<file path="src/rtl/i2cm_pkg.sv">
package i2cm_pkg;

  localparam int REG_W = 8;

  typedef struct packed {
    logic       start;
    logic       stop;
    logic [7:0] data;
  } tx_entry_t;

  localparam int ENTRY_W = $bits(tx_entry_t);

  // status bit positions
  localparam int ST_DONE = 0;
  localparam int ST_ARB  = 1;
  localparam int ST_NACK = 2;
  localparam int ST_DREQ = 3;
  localparam int ST_BUSY = 5;
  localparam int ST_SCL  = 6;

  localparam logic [1:0] A_STATUS = 2'd0;
  localparam logic [1:0] A_CTRL   = 2'd1;
  localparam logic [1:0] A_DIV    = 2'd2;

  typedef enum logic [3:0] {
    E_IDLE, E_ST_HOLD, E_BIT_LO, E_BIT_WAIT, E_BIT_HI, E_NEXT, E_STALL,
    E_SP_LO, E_SP_WAIT, E_SP_HI, E_SP_END, E_RS_LO, E_RS_WAIT, E_RS_HI,
    E_FLUSH
  } eng_state_t;

endpackage

</file>
<file path="src/rtl/i2cm_fifo.sv">
module i2cm_fifo #(
  parameter int W     = 10,
  parameter int DEPTH = 4,
  localparam int AW   = (DEPTH > 1) ? $clog2(DEPTH) : 1,
  localparam int CW   = $clog2(DEPTH + 1)
) (
  input  logic          clk,
  input  logic          rst_n,
  input  logic          in_valid,
  output logic          in_ready,
  input  logic [W-1:0]  in_data,
  input  logic          pop,
  output logic          out_valid,
  output logic [W-1:0]  out_data,
  output logic [CW-1:0] count
);

  logic [W-1:0]  mem [DEPTH];
  logic [AW-1:0] wr_ptr, rd_ptr;
  logic          push, do_pop;

  assign in_ready  = (count != CW'(DEPTH));
  assign out_valid = (count != '0);
  assign out_data  = mem[rd_ptr];
  assign push      = in_valid && in_ready;
  assign do_pop    = pop && out_valid;

  function automatic logic [AW-1:0] nxt(input logic [AW-1:0] p);
    return (p == AW'(DEPTH - 1)) ? '0 : p + 1'b1;
  endfunction

  for (genvar g = 0; g < DEPTH; g++) begin : g_slot
    always_ff @(posedge clk) begin
      if (push && wr_ptr == AW'(g)) mem[g] <= in_data;
    end
  end

  always_ff @(posedge clk or negedge rst_n) begin
    if (!rst_n) begin
      wr_ptr <= '0;
      rd_ptr <= '0;
      count  <= '0;
    end else begin
      if (push)   wr_ptr <= nxt(wr_ptr);
      if (do_pop) rd_ptr <= nxt(rd_ptr);
      case ({push, do_pop})
        2'b10:   count <= count + 1'b1;
        2'b01:   count <= count - 1'b1;
        default: count <= count;
      endcase
    end
  end

endmodule

</file>
<file path="src/rtl/i2cm_busmon.sv">
module i2cm_busmon (
  input  logic clk,
  input  logic rst_n,
  input  logic scl_i,
  input  logic sda_i,
  output logic scl_s,
  output logic sda_s,
  output logic start_det,
  output logic stop_det
);

  logic [1:0] scl_ff, sda_ff;
  logic       sda_prev;

  always_ff @(posedge clk or negedge rst_n) begin
    if (!rst_n) begin
      scl_ff   <= 2'b11;
      sda_ff   <= 2'b11;
      sda_prev <= 1'b1;
    end else begin
      scl_ff   <= {scl_ff[0], scl_i};
      sda_ff   <= {sda_ff[0], sda_i};
      sda_prev <= sda_ff[1];
    end
  end

  assign scl_s     = scl_ff[1];
  assign sda_s     = sda_ff[1];
  assign start_det = scl_s &&  sda_prev && !sda_s;
  assign stop_det  = scl_s && !sda_prev &&  sda_s;

endmodule

</file>
<file path="src/rtl/i2cm_engine.sv">
module i2cm_engine
  import i2cm_pkg::*;
#(
  parameter int DIV_W = 8
) (
  input  logic             clk,
  input  logic             rst_n,
  input  logic [DIV_W-1:0] div,
  input  logic             scl_s,
  input  logic             sda_s,
  input  logic             head_vld,
  input  tx_entry_t        head,
  output logic             pop,
  output logic             scl_oe,
  output logic             sda_oe,
  output logic             ev_done,
  output logic             ev_arb,
  output logic             ev_nack,
  output logic             ev_dreq
);

  localparam logic [DIV_W-1:0] DIV_MIN = DIV_W'(2);

  eng_state_t       st;
  logic [DIV_W-1:0] cnt, eff_div;
  logic [3:0]       bitcnt;
  logic [7:0]       shreg;
  logic             stop_pend, nack_seen, phase_end, lost;

  assign eff_div   = (div < DIV_MIN) ? DIV_MIN : div;
  assign phase_end = (cnt == eff_div);
  assign lost      = (st == E_BIT_HI) && phase_end && (bitcnt < 4'd8) && !sda_oe && !sda_s;

  assign pop = head_vld && ((st == E_IDLE) || (st == E_FLUSH) ||
                            (st == E_NEXT && !nack_seen && !stop_pend));

  assign ev_arb  = lost;
  assign ev_nack = (st == E_BIT_HI) && phase_end && (bitcnt == 4'd8) && sda_s;
  assign ev_dreq = (st == E_NEXT) && !nack_seen && !stop_pend && !head_vld;
  assign ev_done = (st == E_SP_END) && phase_end && !nack_seen;

  always_ff @(posedge clk or negedge rst_n) begin
    if (!rst_n) begin
      st        <= E_IDLE;
      cnt       <= '0;
      bitcnt    <= '0;
      shreg     <= '0;
      stop_pend <= 1'b0;
      nack_seen <= 1'b0;
      scl_oe    <= 1'b0;
      sda_oe    <= 1'b0;
    end else begin
      cnt <= cnt + 1'b1;
      case (st)
        E_IDLE: begin
          cnt <= '0;
          if (head_vld) begin
            shreg     <= head.data;
            stop_pend <= head.stop;
            nack_seen <= 1'b0;
            sda_oe    <= 1'b1;
            st        <= E_ST_HOLD;
          end
        end
        E_ST_HOLD: if (phase_end) begin
          scl_oe <= 1'b1;
          cnt    <= '0;
          bitcnt <= '0;
          st     <= E_BIT_LO;
        end
        E_BIT_LO: begin
          if (cnt == '0) sda_oe <= (bitcnt < 4'd8) ? ~shreg[7] : 1'b0;
          if (phase_end) begin
            scl_oe <= 1'b0;
            st     <= E_BIT_WAIT;
          end
        end
        E_BIT_WAIT: begin
          cnt <= '0;
          if (scl_s) st <= E_BIT_HI;
        end
        E_BIT_HI: if (phase_end) begin
          cnt <= '0;
          if (lost) begin
            scl_oe <= 1'b0;
            sda_oe <= 1'b0;
            st     <= stop_pend ? E_IDLE : E_FLUSH;
          end else begin
            scl_oe <= 1'b1;
            if (bitcnt == 4'd8) begin
              if (sda_s) nack_seen <= 1'b1;
              st <= E_NEXT;
            end else begin
              shreg  <= {shreg[6:0], 1'b0};
              bitcnt <= bitcnt + 1'b1;
              st     <= E_BIT_LO;
            end
          end
        end
        E_NEXT: begin
          cnt <= '0;
          if (nack_seen || stop_pend) begin
            sda_oe <= 1'b1;
            st     <= E_SP_LO;
          end else if (head_vld) begin
            shreg     <= head.data;
            stop_pend <= head.stop;
            bitcnt    <= '0;
            if (head.start) begin
              sda_oe <= 1'b0;
              st     <= E_RS_LO;
            end else begin
              st <= E_BIT_LO;
            end
          end else begin
            st <= E_STALL;
          end
        end
        E_STALL: begin
          cnt <= '0;
          if (head_vld) st <= E_NEXT;
        end
        E_SP_LO: if (phase_end) begin
          scl_oe <= 1'b0;
          st     <= E_SP_WAIT;
        end
        E_SP_WAIT: begin
          cnt <= '0;
          if (scl_s) st <= E_SP_HI;
        end
        E_SP_HI: if (phase_end) begin
          sda_oe <= 1'b0;
          cnt    <= '0;
          st     <= E_SP_END;
        end
        E_SP_END: if (phase_end) st <= E_IDLE;
        E_RS_LO: if (phase_end) begin
          scl_oe <= 1'b0;
          st     <= E_RS_WAIT;
        end
        E_RS_WAIT: begin
          cnt <= '0;
          if (scl_s) st <= E_RS_HI;
        end
        E_RS_HI: if (phase_end) begin
          sda_oe <= 1'b1;
          cnt    <= '0;
          st     <= E_ST_HOLD;
        end
        E_FLUSH: begin
          if (!head_vld || head.stop) st <= E_IDLE;
        end
        default: st <= E_IDLE;
      endcase
    end
  end

endmodule

</file>
<file path="src/rtl/i2cm_ctrl.sv">
module i2cm_ctrl
  import i2cm_pkg::*;
#(
  parameter int DEPTH       = 4,
  parameter int DIV_RESET   = 4,
  localparam int CW         = $clog2(DEPTH + 1),
  localparam int DIV_W      = REG_W
) (
  input  logic             clk,
  input  logic             rst_n,
  input  logic             tx_valid,
  output logic             tx_ready,
  input  logic [ENTRY_W-1:0] tx_entry,
  input  logic             reg_wr,
  input  logic [1:0]       reg_addr,
  input  logic [REG_W-1:0] reg_wdata,
  output logic [REG_W-1:0] reg_rdata,
  input  logic             scl_i,
  input  logic             sda_i,
  output logic             scl_oe,
  output logic             sda_oe,
  output logic             irq
);

  logic [ENTRY_W-1:0] head_raw;
  logic [CW-1:0]      fifo_cnt;
  logic               head_vld, pop, tx_fire;
  logic               scl_s, sda_s, start_det, stop_det;
  logic               ev_done, ev_arb, ev_nack, ev_dreq;
  logic [3:0]         flags_q, ien_q, ev_vec, clr_vec;
  logic               busy_q;
  logic [DIV_W-1:0]   div_q;
  logic               wr_status;

  assign tx_fire = tx_valid && tx_ready;

  i2cm_fifo #(.W(ENTRY_W), .DEPTH(DEPTH)) u_fifo (
    .clk(clk), .rst_n(rst_n),
    .in_valid(tx_valid), .in_ready(tx_ready), .in_data(tx_entry),
    .pop(pop), .out_valid(head_vld), .out_data(head_raw), .count(fifo_cnt)
  );

  i2cm_busmon u_mon (
    .clk(clk), .rst_n(rst_n), .scl_i(scl_i), .sda_i(sda_i),
    .scl_s(scl_s), .sda_s(sda_s), .start_det(start_det), .stop_det(stop_det)
  );

  i2cm_engine #(.DIV_W(DIV_W)) u_eng (
    .clk(clk), .rst_n(rst_n), .div(div_q), .scl_s(scl_s), .sda_s(sda_s),
    .head_vld(head_vld), .head(tx_entry_t'(head_raw)), .pop(pop),
    .scl_oe(scl_oe), .sda_oe(sda_oe),
    .ev_done(ev_done), .ev_arb(ev_arb), .ev_nack(ev_nack), .ev_dreq(ev_dreq)
  );

  assign wr_status = reg_wr && (reg_addr == A_STATUS);

  assign ev_vec  = {ev_dreq, ev_nack, ev_arb, ev_done};
  assign clr_vec = {tx_fire, tx_fire,
                    wr_status && reg_wdata[ST_ARB],
                    wr_status && reg_wdata[ST_DONE]};

  // sticky flags: clear wins over a coincident event
  for (genvar g = 0; g < 4; g++) begin : g_flag
    always_ff @(posedge clk or negedge rst_n) begin
      if (!rst_n)          flags_q[g] <= 1'b0;
      else if (clr_vec[g]) flags_q[g] <= 1'b0;
      else if (ev_vec[g])  flags_q[g] <= 1'b1;
    end
  end

  always_ff @(posedge clk or negedge rst_n) begin
    if (!rst_n) begin
      busy_q <= 1'b0;
      ien_q  <= '0;
      div_q  <= DIV_W'(DIV_RESET);
    end else begin
      if (start_det)     busy_q <= 1'b1;
      else if (stop_det) busy_q <= 1'b0;
      if (reg_wr && reg_addr == A_CTRL) ien_q <= reg_wdata[3:0];
      if (reg_wr && reg_addr == A_DIV)  div_q <= reg_wdata;
    end
  end

  always_comb begin
    reg_rdata = '0;
    case (reg_addr)
      A_STATUS: begin
        reg_rdata[3:0]     = flags_q;
        reg_rdata[ST_BUSY] = busy_q;
        reg_rdata[ST_SCL]  = scl_s;
      end
      A_CTRL:  reg_rdata[3:0] = ien_q;
      A_DIV:   reg_rdata = div_q;
      default: reg_rdata = '0;
    endcase
  end

  assign irq = |(flags_q & ien_q);

endmodule

</file>
<file path="config.mk">
export PLATFORM = sky130hd
export DESIGN_NAME = i2cm_ctrl
export DESIGN_NICKNAME = d
export VERILOG_FILES = /design/src/rtl/i2cm_pkg.sv /design/src/rtl/i2cm_fifo.sv /design/src/rtl/i2cm_busmon.sv /design/src/rtl/i2cm_engine.sv /design/src/rtl/i2cm_ctrl.sv
export SDC_FILE = /design/constraint.sdc
export NUM_CORES = 1
export LEC_CHECK = 0
export ABC_AREA = 0
export BUFFER_PORTS_ARGS = -buffer_cell sky130_fd_sc_hd__buf_2
export CORE_ASPECT_RATIO = 2
export CORE_MARGIN = 3
export CORE_UTILIZATION = 35
export CTS_BUF_LIST = sky130_fd_sc_hd__clkbuf_4
export CTS_CLUSTER_DIAMETER = 200
export DETAILED_ROUTE_END_ITERATION = 10
export GPL_TIMING_DRIVEN = 0
export PLACE_DENSITY = 0.49
export SYNTH_ARGS = -nofsm -noshare
export SYNTH_HDL_FRONTEND = slang
export SYNTH_SLANG_ARGS = --single-unit
</file>
<file path="constraint.sdc">
create_clock -name clk -period 4.8 [get_ports clk]
set_clock_uncertainty 0.15 [all_clocks]
set_input_delay 0 -clock clk [delete_from_list [all_inputs] [get_ports clk]]
set_output_delay 0 -clock clk [all_outputs]
set_load 0.05 [all_outputs]
</file>
# Word level (Yosys, flattened, before mapping)

Memory sizes are Yosys's and may differ from the RTL's.
Index checks and enable logic that the tools add are counted.

Input bits: 26
Memory bits (writable): 40
Logic and storage cells: 243
Output and inout port bits: 12
Memories: 1
Flip-flop bits (word level): 57

Memory list:

| name       | words | bits a word | read ports | clocked after Yosys merged registers in | write ports | RTL line        | text |
|---|---|---|---|---|---|---|---|
| u_fifo.mem | 4     | 10          | 1          | 0                                       | 1           | i2cm_fifo.sv:18 | `logic [W-1:0] mem [DEPTH];` |

Order comparisons: 2
Add/subtract/negate cells: 6
Bitwise operators: 2
Reductions and logical operators: 68
Eq/ne operators: 50
Mux-type cells: 93

Operator list:

| kind                | count |
|---|---|
| $mux 4              | 24 |
| $pmux 4 s15         | 1 |
| $mux 8              | 7 |
| $mux 1              | 42 |
| $eq 4x4->1 const B  | 8 |
| $mux 10             | 3 |
| $reduce_or 10->1    | 3 |
| $logic_and 1x1->1   | 27 |
| $ne 2x1->1 const B  | 13 |
| $pmux 4 s3          | 2 |
| $pmux 8 s3          | 1 |
| $ne 2x2->1 const B  | 10 |
| $eq 4x3->1 const B  | 4 |
| $pmux 8 s2          | 1 |
| $reduce_bool 2->1   | 8 |
| $reduce_and 14->1   | 1 |
| $reduce_bool 3->1   | 4 |
| $eq 2x2->1 const B  | 5 |
| $mux 2              | 5 |
| $reduce_and 9->1    | 1 |
| $add 8x1->8 const B | 1 |
| $eq 4x2->1 const B  | 2 |
| $eq 8x8->1          | 1 |
| $logic_not 8->1     | 1 |
| other kinds (31)    | 46 |

# Depth between registers and ports, before layout

Depth in word-level cells: 10
Gate-level depth with buffers: 12
Gate-level depth less buffers: 10

# Cells and area by module

Synthesis repeated with hierarchy kept, for this count alone.

Cell total of the unflattened synthesis: 425
Area, all modules: 4991.0 sq um

By module, submodules not included:

| module      | seq. area each (sq um) | area each (sq um) | times used | cells an instance |
|---|---|---|---|---|
| i2cm_engine | 700.7                  | 2130.8            | 1          | 264 |
| i2cm_fifo   | 1376.3                 | 1893.1            | 1          | 92 |
| i2cm_ctrl   | 426.7                  | 818.3             | 1          | 62 |
| i2cm_busmon | 131.4                  | 148.9             | 1          | 7 |

# Worst setup path after synthesis

OpenSTA, ideal clock, no wires.

Path type: reg-to-reg
From: register u_fifo.count[0]
To: register u_fifo.count[2]
Stages on the path, launching flop included: 11
Required time: 4.571 ns
Path buffers: 0
Period minus slack after synthesis: 2.622 ns
Slack: 2.178 ns
Setup time: 0.079 ns
Arrival time: 2.393 ns
Cell sequence: dfrtp_1 -> inv_1 -> nand3_1 -> and2_1 -> inv_1 -> ha_1 -> inv_1 -> fa_1 -> xor2_1 -> nor2_1 -> xor2_1

Elaborated cells between the ends (all ways): 11
Those cells by class: 2 x add/sub; 3 x eq/ne; 1 x mux; 5 x reduce/logical

RTL lines:

| what                                                   | RTL line        | text |
|---|---|---|
| from (decl)                                            | i2cm_fifo.sv:15 | `output logic [CW-1:0] count` |
| from (signal assigned)                                 | i2cm_fifo.sv:47 | `2'b10: count <= count + 1'b1;` |
| from (signal assigned)                                 | i2cm_fifo.sv:48 | `2'b01: count <= count - 1'b1;` |
| from (signal assigned)                                 | i2cm_fifo.sv:49 | `default: count <= count;` |
| $ne 3x3->1 (*)                                         | i2cm_fifo.sv:22 | `assign in_ready = (count != CW'(DEPTH));` |
| named net tx_ready                                     | i2cm_ctrl.sv:12 | `output logic tx_ready,` |
| $logic_and 1x1->1 (*)                                  | i2cm_fifo.sv:25 | `assign push = in_valid && in_ready;` |
| $eq 2x1->1 / $eq 2x2->1 (equally long branches)        | i2cm_fifo.sv:46 | `case ({push, do_pop})` |
| $pmux 3 s2 / $reduce_bool 2->1 (equally long branches) | --              |  |

The timed path passes the listed nets; every way through them passes the cells marked *.
A chain may end at the register's enable or synchronous reset.

# Worst setup path after layout

From: register u_eng.st[2]
To: register u_fifo.count[2]

Cells in the longest elaborated chain, start to end: 8
Elaborated cells between the ends (all ways): 13
Those cells by class: 4 x eq/ne; 1 x mux; 8 x reduce/logical

RTL lines:

| what                                                   | RTL line          | text |
|---|---|---|
| from (decl)                                            | i2cm_engine.sv:24 | `eng_state_t st;` |
| from (signal assigned)                                 | i2cm_engine.sv:87 | `st <= stop_pend ? E_IDLE : E_FLUSH;` |
| $eq 4x3->1                                             | i2cm_engine.sv:35 | `(st == E_NEXT && !nack_seen && !stop_pend));` |
| $logic_and 1x1->1 (2 in a row)                         | i2cm_engine.sv:35 |  |
| $logic_or 1x1->1 (*)                                   | i2cm_engine.sv:34 | `assign pop = head_vld && ((st == E_IDLE) \|\| (st == E_FLUSH) \|\|` |
| $logic_and 1x1->1 (*)                                  | i2cm_engine.sv:34 |  |
| $logic_and 1x1->1 (*)                                  | i2cm_fifo.sv:26   | `assign do_pop = pop && out_valid;` |
| named net u_fifo.do_pop                                | i2cm_fifo.sv:20   | `logic push, do_pop;` |
| $eq 2x1->1 / $eq 2x2->1 (equally long branches)        | i2cm_fifo.sv:46   |  |
| $pmux 3 s2 / $reduce_bool 2->1 (equally long branches) | --                |  |

Marked as above.

==> flow_summary.json <==
{
  "fin_area_mm2": 0.00572,
  "cts_buffer_depth": 2,
  "grt_max_degree": 58,
  "dp_hpwl_um": 8550,
  "grt_pass1_vias": 3647,
  "path_buf_inv": 3,
  "dieArea_mm2": 0.0155,
  "crit_chain": "buf_2 -> clkbuf_1 -> nand2_1 -> o21ai_0 -> nand2_1 -> a21oi_1 -> ha_1 -> inv_1 -> fa_1 -> xor2_1 -> nor2_1 -> xor2_1",
  "synthCells": 410,
  "report.final.slew_viol_count": 0,
  "die_h_um": 173,
  "vias": 3405,
  "drc": 0,
  "htreeDepth": 3,
  "fp-row-count": 60,
  "combPwrFrac_pct": 44.3,
  "ys.flop_type": "dfrtp_1",
  "syn_area_per_cell_um2": 11.9,
  "slew_headroom_pct": 43.9,
  "ys_ff_latch": 97,
  "layout-drive-gt1-share_pct": 22.3,
  "met1_usage_pct": 16.8,
  "vdd_drop_max_v": 0.000209,
  "path_class": "reg2reg",
  "hold_buffers": 27,
  "hold_ws_ns": -0.0194,
  "slowest_stage": "clkbuf_1",
  "rsz0062_at_grt": "no",
  "drt_iter0_markers": 219,
  "synth_edf_count": 40,
  "power_switching_share_pct": 39.0,
  "insertion_delay_ns": 0.46,
  "setup_viol": 0,
  "grtUsageTotal_pct": 15.9,
  "status": "complete, but fails checks",
  "synth_nets": 447,
  "busiest_layer": "met2",
  "netlist-cell-type-count": 58,
  "yosys_warnings": 0,
  "post_cts_buffers": 0,
  "grt_pass1_wl_um": 18800,
  "max_stage_delay_ns": 0.41,
  "p_switching_w": 0.00117,
  "violations": "negative hold slack",
  "antenna_found_initial": 1,
  "hold_viol": 32,
  "required_ns": 5.03,
  "viasPerCell": 5.04,
  "fin_crit_sh_pct": 64.2,
  "ys_seq_area_share_pct": 53.9,
  "register_area_mm2": 0.00264,
  "critical_path.top_delay_family": "buffers and inverters",
  "path_max_fanout": 10,
  "crit_arrival_ns": 3.32,
  "multi_input_area_mm2": 0.00210,
  "holdCritPathClass": "in2async",
  "clkTransAtPathRegs_ns": 0.16,
  "finalCriticalPeriod_ns": 3.08,
  "use_met2_pct": 29.1,
  "port_buffers": 35,
  "cts_tree": "yes",
  "async_flop_share_pct": 58.8,
  "fillers": 1323,
  "worstSetupEndpointType": "flop",
  "chipWidth_um": 89.6,
  "drtPass1Iterations": 4,
  "gp_congestion": 0.859,
  "grt_overflow": 0,
  "ant_nets": 0,
  "placed_area_mm2": 0.00530,
  "post-place-cells": 631,
  "nets": 520,
  "power.density_mw_per_mm2": 525,
  "syn_to_final_growth_pct": 17.1,
  "cts_made_buffers": 9,
  "start_util_pct": 36.0,
  "drv_cap": 0,
  "fp.coreArea_mm2": 0.0136,
  "cts.repair.resized": 0,
  "r2r_slack_ns": 1.72,
  "detail_route.wl_per_cell_um": 17.0,
  "setup.worst_path.start_class": "flop",
  "rr_endpoint": "u_fifo.count[2]$_DFFE_PN0P_",
  "grt_use_met3_pct": 2.10,
  "crit_cells": 12,
  "cts_root_buf": "clkbuf_4",
  "syn-cell-area_mm2": 0.00489,
  "finalSetupTns_ns": 0,
  "power.leakage_nw": 2.33,
  "r2r_cells": 12,
  "r2r_start": "u_eng.st[2]$_DFFE_PN0P_",
  "cts.sinks": 97,
  "power_frac_seq_pct": 40.1,
  "io_pins": 38,
  "routed_wirelength_um": 11500,
  "finalCoreUtilization_pct": 42.1,
  "intPower_w": 0.00183,
  "fmax_ghz": 0.324,
  "tightest_slew_ns": 0.835,
  "stdcell_count": 675,
  "p_clk_share_pct": 15.7
}
-- metal layers --
layer | part of all wire [%] | up-vias
met4 | 4.3 | 0
met3 | 2.3 | 29
met5 | 0 | -
li1 | - | 1636
met2 | 57 | 67
met1 | 37 | 1673
-- through the flow --
step	worst slack [ns]	hold WS, ns	total power, W
floorplan	2.18	-0.446	0.00221
global placement	1.72	-0.0452	0.00254
detailed placement	1.74	-0.0435	0.00255
CTS	1.69	0.0754	0.00305
global route	1.38	0.0328	0.00325
finish	1.72	-0.0194	0.00300
-- cell usage after synthesis, types with 5 or more instances --
| cell type | n | share of area, % |
|---|---|---|
| nor2b_1 | 6 | 0.77 |
| and2_1 | 6 | 0.77 |
| a21oi_1 | 15 | 1.5 |
| inv_1 | 16 | 1.2 |
| xnor2_1 | 7 | 1.3 |
| mux2i_1 | 7 | 1.4 |
| nor2_1 | 28 | 2.2 |
| dfrtp_1 | 51 | 26 |
| o21ai_0 | 15 | 1.5 |
| buf_2 | 6 | 0.61 |
| xor2_1 | 12 | 2.2 |
| and3_1 | 8 | 1.0 |
| mux4_2 | 10 | 4.6 |
| mux2_4 | 7 | 2.2 |
| ha_1 | 10 | 2.6 |
| mux2_2 | 20 | 4.6 |
| edfxtp_1 | 40 | 25 |
| nand3_1 | 9 | 0.92 |
| o211ai_1 | 7 | 1.1 |
| dfstp_2 | 6 | 3.2 |
| nand2_1 | 43 | 3.3 |
| a31oi_1 | 7 | 0.90 |
| o31ai_1 | 5 | 0.77 |
| clkbuf_1 | 11 | 0.84 |
| nor3_1 | 7 | 0.72 |
-- how the worst max path moves through the flow --
| stage | slack, ns | startpoint | endpoint |
|---|---|---|---|
| global placement | 1.72 | u_eng.st[2]$_DFFE_PN0P_ | u_fifo.count[2]$_DFFE_PN0P_ |
| floorplan | 2.18 | u_fifo.count[0]$_DFFE_PN0P_ | u_fifo.count[2]$_DFFE_PN0P_ |
| CTS | 1.69 | u_eng.st[2]$_DFFE_PN0P_ | u_fifo.count[2]$_DFFE_PN0P_ |
| detailed placement | 1.74 | u_eng.st[2]$_DFFE_PN0P_ | u_fifo.count[2]$_DFFE_PN0P_ |
| finish | 1.72 | u_eng.st[2]$_DFFE_PN0P_ | u_fifo.count[2]$_DFFE_PN0P_ |
| global route | 1.38 | u_eng.st[2]$_DFFE_PN0P_ | u_fifo.count[2]$_DFFE_PN0P_ |
-- placed cells by master (no fill, tap or decap), types with 2 or more instances in the layout --
cell / instances
o21ai_0: 15
nand3_1: 9
o211ai_1: 7
a22oi_1: 3
nor2b_1: 6
xor2_1: 12
buf_6: 2
o21a_1: 4
mux2_4: 7
a31oi_1: 7
nand2b_1: 4
inv_1: 16
o2111ai_1: 3
clkbuf_4: 9
mux2i_1: 7
nand3b_1: 2
nor3_1: 7
mux2_2: 20
mux4_2: 10
clkinv_4: 2
nand2_1: 43
inv_8: 2
xnor2_1: 7
and2_1: 6
a211o_1: 2
or3_1: 4
dlygate4sd3_1: 27
and3_1: 8
clkbuf_1: 11
dfstp_2: 6
buf_2: 40
edfxtp_1: 40
dfrtp_1: 51
a21oi_1: 15
nor2_1: 28
nor3b_1: 2
or2_2: 2
o31ai_1: 5
ha_1: 10
-- worst register-to-register path: stages, from the launching register on --
cell,delay [ns]
dfrtp_1,0.35
buf_2,0.21
clkbuf_1,0.41
nand2_1,0.16
o21ai_0,0.22
nand2_1,0.12
a21oi_1,0.32
ha_1,0.25
inv_1,0.06
fa_1,0.37
xor2_1,0.15
nor2_1,0.12
xor2_1,0.15
-- flip-flops by register name, summed over array words and instances, names as in the netlist, 2 cells and up --
name and cells:
u_fifo.count 3, u_fifo.wr_ptr 2, u_fifo.rd_ptr 2, u_mon.sda_ff 2, u_eng.st 4, u_eng.cnt 8
flags_q 4, ien_q 4, div_q 8, u_eng.shreg 8, u_mon.scl_ff 2, u_eng.bitcnt 4
u_fifo.mem 40
-- power groups by stage --
stage	Sequential, W	Combinational (W)	Clock [W]
floorplan	0.00120	0.00101	0
global placement	0.00122	0.00132	0
global route	0.00123	0.00149	0.000526
finish	0.00120	0.00133	0.000470
detailed placement	0.00122	0.00133	0
CTS	0.00121	0.00135	0.000495
-- kinds of logic (layout without fill, tap and decap cells) --
family	count (synthesis)	in the layout	synth area share [%]
flip-flops	97	97	53.9
adder cells (fa/ha/maj)	11	11	2.97
XOR/XNOR	19	19	3.41
AND/OR/NAND/NOR	129	129	13.3
AO/OA/AOI/OAI	75	75	10.5
buffers and inverters	35	113	3.15
multiplexers	44	44	12.8
other	0	1	0
-- final cells by class --
class	count	share of cell area [%]
antenna	1	0.0437
buffer	19	1.64
clock buffer	9	1.18
clock inverter	7	1.51
inverter	16	1.05
multi-input combinational	278	36.7
sequential	97	46.0
tap	186	4.07
timing repair buffer	62	7.83
(Power assumes the default switching activity.)
